==> src/rtl/vlo_pkg.sv <==
package vlo_pkg;
  localparam int FIELD_W = 12;
  localparam int IDX_W   = 5;
  localparam int IMM_W   = 5;
  localparam int LEN_W   = 6;
  localparam logic [LEN_W-1:0] RST_VL    = 6'd1;
  localparam logic [LEN_W-1:0] RST_MAXVL = 6'd1;

  typedef enum logic [2:0] {
    OP_NONE,
    OP_IMM_VL,
    OP_REG_VL,
    OP_SET_BOTH,
    OP_SET_MAX
  } vlo_op_e;

  typedef struct packed {
    vlo_op_e          op;
    logic [IDX_W-1:0] dest;
    logic [IMM_W-1:0] val;
  } vlo_dec_t;
endpackage

==> src/rtl/vlo_decode.sv <==
module vlo_decode
  import vlo_pkg::*;
(
  input  logic [FIELD_W-1:0] field,
  output vlo_dec_t           dec,
  output logic               bad_src
);
  always_comb begin
    dec.dest = field[10:6];
    dec.val  = field[5:1];
    if (field == '0) begin
      dec.op = OP_NONE;
    end else begin
      unique case ({field[11], field[0]})
        2'b00:   dec.op = OP_IMM_VL;
        2'b01:   dec.op = OP_REG_VL;
        2'b10:   dec.op = OP_SET_BOTH;
        default: dec.op = OP_SET_MAX;
      endcase
    end
    bad_src = (dec.op == OP_REG_VL) && (dec.val == '0);
  end
endmodule

==> src/rtl/vlo_clamp.sv <==
module vlo_clamp
  import vlo_pkg::*;
#(
  parameter int XLEN = 64
) (
  input  logic [XLEN-1:0]  src,
  input  logic [LEN_W-1:0] limit,
  output logic [LEN_W-1:0] vl
);
  localparam logic [XLEN-1:0] ONE = XLEN'(1);
  logic [XLEN-1:0] limit_ext;

  always_comb begin
    limit_ext = XLEN'(limit);
    if (src == '0)             vl = LEN_W'(ONE);
    else if (src > limit_ext)  vl = limit;
    else                       vl = src[LEN_W-1:0];
  end
endmodule

==> src/rtl/vlo_next.sv <==
module vlo_next
  import vlo_pkg::*;
(
  input  vlo_dec_t           dec,
  input  logic               bad_src,
  input  logic [LEN_W-1:0]   cur_vl,
  input  logic [LEN_W-1:0]   cur_max,
  input  logic [LEN_W-1:0]   reg_vl,
  output logic [LEN_W-1:0]   nxt_vl,
  output logic [LEN_W-1:0]   nxt_max,
  output logic               update
);
  logic [LEN_W-1:0] imm_p1;

  always_comb begin
    imm_p1  = LEN_W'(dec.val) + LEN_W'(1);
    nxt_vl  = cur_vl;
    nxt_max = cur_max;
    update  = 1'b0;
    unique case (dec.op)
      OP_IMM_VL: begin
        nxt_vl = imm_p1;
        update = 1'b1;
      end
      OP_REG_VL: begin
        if (!bad_src) begin
          nxt_vl = reg_vl;
          update = 1'b1;
        end
      end
      OP_SET_BOTH: begin
        nxt_vl  = imm_p1;
        nxt_max = imm_p1;
        update  = 1'b1;
      end
      OP_SET_MAX: begin
        nxt_max = imm_p1;
        nxt_vl  = (cur_vl > imm_p1) ? imm_p1 : cur_vl;
        update  = 1'b1;
      end
      default: ;
    endcase
  end
endmodule

==> src/rtl/vl_override_unit.sv <==
module vl_override_unit
  import vlo_pkg::*;
#(
  parameter int XLEN = 64
) (
  input  logic                 clk,
  input  logic                 rst_n,
  input  logic                 op_valid,
  input  logic [FIELD_W-1:0]   vl_field,
  output logic [IDX_W-1:0]     src_idx,
  input  logic [XLEN-1:0]      src_data,
  output logic [2*LEN_W-1:0]   ovr_state,
  output logic                 wb_valid,
  output logic [IDX_W-1:0]     wb_idx,
  output logic [XLEN-1:0]      wb_data,
  output logic                 illegal_op
);
  vlo_dec_t         dec;
  logic             bad_src;
  logic [LEN_W-1:0] vl_q, max_q;
  logic [LEN_W-1:0] reg_vl, nxt_vl, nxt_max;
  logic             update;
  logic             wb_q, ill_q;
  logic [IDX_W-1:0] wb_idx_q;

  vlo_decode u_dec (
    .field   (vl_field),
    .dec     (dec),
    .bad_src (bad_src)
  );

  vlo_clamp #(.XLEN(XLEN)) u_clamp (
    .src   (src_data),
    .limit (max_q),
    .vl    (reg_vl)
  );

  vlo_next u_next (
    .dec     (dec),
    .bad_src (bad_src),
    .cur_vl  (vl_q),
    .cur_max (max_q),
    .reg_vl  (reg_vl),
    .nxt_vl  (nxt_vl),
    .nxt_max (nxt_max),
    .update  (update)
  );

  always_ff @(posedge clk) begin
    if (!rst_n) begin
      vl_q     <= RST_VL;
      max_q    <= RST_MAXVL;
      wb_q     <= 1'b0;
      ill_q    <= 1'b0;
      wb_idx_q <= '0;
    end else begin
      wb_q  <= 1'b0;
      ill_q <= 1'b0;
      if (op_valid) begin
        ill_q <= bad_src;
        if (update) begin
          vl_q  <= nxt_vl;
          max_q <= nxt_max;
          if (dec.dest != '0) begin
            wb_q     <= 1'b1;
            wb_idx_q <= dec.dest;
          end
        end
      end
    end
  end

  assign src_idx    = dec.val;
  assign ovr_state  = {vl_q, max_q};
  assign wb_valid   = wb_q;
  assign wb_idx     = wb_idx_q;
  assign wb_data    = wb_q ? XLEN'(vl_q) : '0;
  assign illegal_op = ill_q;
endmodule

==> config.mk <==
export PLATFORM = sky130hd
export DESIGN_NAME = vl_override_unit
export DESIGN_NICKNAME = d
export VERILOG_FILES = /design/src/rtl/vlo_pkg.sv /design/src/rtl/vlo_decode.sv /design/src/rtl/vlo_clamp.sv /design/src/rtl/vlo_next.sv /design/src/rtl/vl_override_unit.sv
export SDC_FILE = /design/constraint.sdc
export NUM_CORES = 1
export LEC_CHECK = 0
export CORE_UTILIZATION = 55
export DETAILED_ROUTE_END_ITERATION = 10
export DONT_BUFFER_PORTS = 1
export GPL_TIMING_DRIVEN = 1
export PLACE_DENSITY = 0.71
export SLEW_MARGIN = 20
export SYNTH_ARGS = -nofsm -noshare
export SYNTH_HDL_FRONTEND = slang
export SYNTH_HIERARCHICAL = 1
export SYNTH_SLANG_ARGS = --single-unit
export TNS_END_PERCENT = 20
==> constraint.sdc <==
create_clock -name clk -period 5.45 [get_ports clk]
set_clock_uncertainty 0.15 [all_clocks]
set_input_delay 0.8175 -clock clk [delete_from_list [all_inputs] [get_ports clk]]
set_output_delay 0.8175 -clock clk [all_outputs]
set_load 0.1 [all_outputs]
Yosys cells after proc, flatten, opt, wreduce, memory -nomap -nowiden
Index checks and enable logic that the tools add are counted.

storage, ports and cells
  input bits = 79
  flip-flop bits (word level) = 19
  word-level logic and storage cells = 42

operators by class
  magnitude comparators = 2
  equality and inequality tests = 8
  reductions and logical operators = 15
  multiplexer cells = 11
  add/subtract/negate cells = 1

operators with widths
  operator             number
  $gt 64x6->1          1
  $logic_not 64->1     1
  $mux 6               5
  $pmux 6 s3           1
  $logic_not 12->1     1
  $pmux 3 s3           1
  $reduce_and 3->1     3
  $add 5x1->6 const B  1
  $eq 3x2->1 const B   2
  $gt 6x6->1           1
  $logic_not 5->1      1
  $reduce_and 5->1     1
  $reduce_bool 5->1    1
  $reduce_or 2->1      2
  $eq 3x1->1 const B   1
  $eq 3x3->1 const B   1
  $mux 3               1
  $reduce_bool 3->1    1
  $reduce_or 3->1      1
  $eq 2x1->1 const B   1
  $eq 2x2->1 const B   1
  $logic_not 2->1      1
  $mux 1               2
  $ne 2x1->1 const B   1
  other kinds (4)      4

Longest topological paths before layout
  word-level depth = 8
  gate-level depth with buffers = 13
  mapped depth without buffers = 13

By module
Netlist, hierarchy kept.

by module, submodules not included
  module            seq. area each (um^2)  times used  cells an instance  area an instance (um^2)
  vl_override_unit  380.4                  1           152                1,211.2
  vlo_next          0.0                    1           96                 696.9
  vlo_clamp         0.0                    1           68                 476.7
  vlo_decode        0.0                    1           24                 198.9

Least setup slack after synthesis
No wires, ideal clock.

  path type = input port to flip-flop
  start = input port vl_field[1]
  end = register vl_q[1]
  library setup time = 0.124 ns
  slack = 2.113 ns
  data required time = 5.176 ns
  stages on the path = 13
  arrival time = 3.063 ns
  path buffers = 2
  cells stage by stage = buf_4 ha_1 inv_1 ha_1 and2b_2 o21ai_0 nor2_1 o32a_1 buf_6 a211o_1 and3_1 nand2_1 a21boi_0

between the ends
  elaborated cells on any way between the ends = 20
  classes of those cells = add/sub: 1; order compare: 1; eq/ne: 6; mux: 5; reduce/logical: 7

RTL lines
  item                                      line                    RTL
  start: declaration                        vl_override_unit.sv:9   input logic [FIELD_W-1:0] vl_field,
  $logic_not 12->1                          vlo_decode.sv:11        if (field == '0) begin
  $mux 3                                    vlo_decode.sv:11
  $eq 3x1->1 or $eq 3x2->1 (tied branches)  vlo_next.sv:20          unique case (dec.op)
  $reduce_or 2->1 (no line)                 --
  $pmux 6 s3 *                              vlo_next.sv:20
  named net nxt_vl[1]                       vl_override_unit.sv:21  logic [LEN_W-1:0] reg_vl, nxt_vl, nxt_max;
  end signal: assignment                    vl_override_unit.sv:62  vl_q <= nxt_vl;
  end: declaration                          vl_override_unit.sv:20  logic [LEN_W-1:0] vl_q, max_q;

The timed path passes the listed nets; every way through them passes the cells marked *. The select of a mux whose other input is x is not followed.
A chain may end at the register's enable or synchronous reset.

Final worst setup path
  start = input port vl_field[6]
  end = register vl_q[5]

between the ends
  longest elaborated chain between the ends = 7
  elaborated cells on any way between the ends = 16
  classes of those cells = eq/ne: 6; mux: 4; reduce/logical: 6

RTL lines
  item                        line                    RTL
  $logic_not 12->1            vlo_decode.sv:11
  $mux 3                      vlo_decode.sv:11
  $eq 3x2->1                  vlo_decode.sv:21        bad_src = (dec.op == OP_REG_VL) && (dec.val == '0);
  $logic_and 1x1->1           vlo_decode.sv:21
  named net bad_src           vl_override_unit.sv:19  logic bad_src;
  $mux 1                      vlo_next.sv:26          if (!bad_src) begin
  $pmux 1 s2                  vlo_next.sv:20
  named net update            vl_override_unit.sv:22  logic update;
  $reduce_and 5->1 (no line)  --

The timed path passes the listed nets, and every way through them passes these cells.

==> out/metrics.csv <==
metric,value,unit
CTS tree,done,
Layout fillers,447,
cell mode on critical path,nand2_1,
Max Root-Sink Buffers,2,
period utilization,61.34,%
Die Wd,70.54,µm
Sum Neg Setup Slack,0,ns
share of the synthesized area in the top cell type,20.34,%
PostCTS Resize Cnt,0,
max_slew headroom,25.70,%
"most common cell after layout, fill and taps aside",conb_1,
first-pass GRT wire length,9390,µm
area grow syn2layout,-6.102,%
clock transition at the registers of the reported paths,0.07,ns
vias post-DR,2257,
Nets,428,
Yosys top cell by area,buf_4,
worst path required time,5.49,ns
Hold Slack,0.3332,ns
worst setup margin,2.107,ns
RSZ-0062 raised after global routing,no,
number of synthesized flops with an enable pin,0,
"top cells by area, synth","buf_4, dfxtp_1, nand2_1",
Post-Route WL,5995,µm
H-tree depth,1,
r2r worst-path depth,10,
failing checks,DRC,
Final Critical Period,3.343,ns
crit path DAT,3.38,ns
CTS Hold Bufs,0,
Clock Sinks,19,
Setup crit start kind,input pin,
Total Die Area,4976,µm²
Detail Route Antenna Nets,0,
GP Congestion,0.9190,
final instance area,2426,µm²
Max Cap Viol,0,
status,finished with violations,
Crit. End Element,register,
initial antenna violation count,0,
Post-Syn Instances,340,
First DRT Iteration DRCs,214,
asr flop ratio synth,0,%
io pins,167,
Core ar.,4444,µm²
CTS Buf Count,3,
Ant. Diodes,0,
Root Driver,clkbuf_8,
all-layer global routing usage,23.26,%
crit-path cells,"or4_4, nor4_4, and4b_1, nor2b_1, o21ai_0, nand2_1, and2_1, nand2_1, a21boi_0",
input/output buffers,0,
vias in the first global route,1907,
"Core Util, Final",54.59,%
height of the chip,70.54,µm
grt total ovfl,0,
fmax,299.2,MHz
worst skew pair latency,0.25,ns
post-synth cell types,60,
Lkg Pwr,1.009,nW
Hold Path Depth,2,
# rows,24,
setup bufs post-CTS,0,
DRC,14,
Power Density,255.1,nW/µm²
Slew Limit Fails,0,
post-DP HPWL,4827,µm
Placed Area,2375,µm²
vias per inst,5.847,
Setup WS pre-CTS,1.877,ns
layout cells sized above 1,10.18,%
pin count of the biggest net entering global routing,26,
HP Class,register to register,
first-pass iteration count of the detailed router,7,
"critical path fanouts, max",18,
Critical Setup Path Class,input pin to register,
"Largest stage delay, worst path",0.54,ns
Final setup violation count,0,
Post-Syn Area,2584,µm²
Syn Area/Cell,7.599,µm²
Worst-Margin Slew,1.113,ns
Seq cells post-synth,19,
dominant synthesized flop cell,dfxtp_1,
most frequent cells in the layout,"conb_1, nand2_1, dfxtp_1",
sequential area share after synthesis,14.72,%
slowest CP cell,and2_1,
Max IR drop VDD,182.0,µV
initial core utilization,58.14,%
Fin. Hold Viols,0,
"Warnings, synthesis",6,
WL per Instance,15.53,µm
## worst paths after layout
check                       start              endpoint  slack (ns)
max                   vl_field[6]  vl_q[5]$_SDFFE_PN0P_        2.11
max reg2reg  vl_q[0]$_SDFFE_PN1P_  vl_q[0]$_SDFFE_PN1P_        2.27
min reg2reg  vl_q[2]$_SDFFE_PN0P_  vl_q[2]$_SDFFE_PN0P_        0.33
min          vl_q[2]$_SDFFE_PN0P_  vl_q[2]$_SDFFE_PN0P_        0.33
## through the flow
stage	cells	power (mW)
2_1_floorplan	397	0.5537
3_3_place_gp	382	0.5190
3_5_place_dp	382	0.5215
4_1_cts	386	0.6195
5_1_grt	386	0.6458
6_report	386	0.6188
## routing by layer
layer | GRT usage [%] | vias to the layer above | wire [µm]
met5 | 0 | - | 0
met4 | 5.556 | 0 | 70
met3 | 2.991 | 8 | 404
met2 | 37.00 | 107 | 2758
met1 | 33.63 | 1058 | 2761
li1 | - | 1084 | -
## area by class of cell
type,count,area [µm²],area share [%]
clock buffer,3,41.29,1.702
clock inverter,1,5.005,0.2063
inverter,14,52.55,2.166
multi-input combinational,285,1792,73.85
sequential,19,380.4,15.68
tap,52,65.06,2.682
timing repair buffer,12,90.09,3.713
## registers in the layout (all words and copies together) (netlist names)
register	flops
wb_idx	5
wb_valid	1
max_q	6
vl_q	6
illegal_op	1
## worst max-delay path, delay by kind of cell
family / cells / cell delay (ns)
and+or+nand+nor: 7 / 2.26
AOI/OAI and AO/OA: 2 / 0.30
## logic make-up (layout without fill, tap and decap cells)
logic type | count (synthesis) | in the layout | share of synthesized area [%]
multiplexers | 10 | 10 | 4.019
AND/OR/NAND/NOR | 139 | 139 | 30.02
other | 1 | 58 | 0.1451
flip-flops | 19 | 19 | 14.72
XOR/XNOR | 6 | 6 | 3.293
buffers and inverters | 93 | 30 | 24.41
adder cells (fa/ha/maj) | 14 | 14 | 6.780
AO/OA/AOI/OAI | 58 | 58 | 16.61
## where the power goes
| part | leakage (nW) | total, mW | switching [mW] | internal (mW) |
|---|---|---|---|---|
| clock network | 0.0255 | 0.0975 | 0.0467 | 0.0508 |
| registers | 0.155 | 0.181 | 0.0345 | 0.147 |
| logic | 0.829 | 0.340 | 0.283 | 0.0571 |
| total | 1.01 | 0.619 | 0.364 | 0.255 |
## cell usage after synthesis (6+ instances only)
master	instances
ha_1	14
nor4_1	16
nand3_1	13
mux2i_1	7
nor2_1	11
dfxtp_1	19
nor3_1	6
and2_1	7
buf_4	70
nand4_1	13
a21oi_1	7
nand2_1	48
a21boi_0	9
inv_1	13
Power figures use the tool's default switching activity.
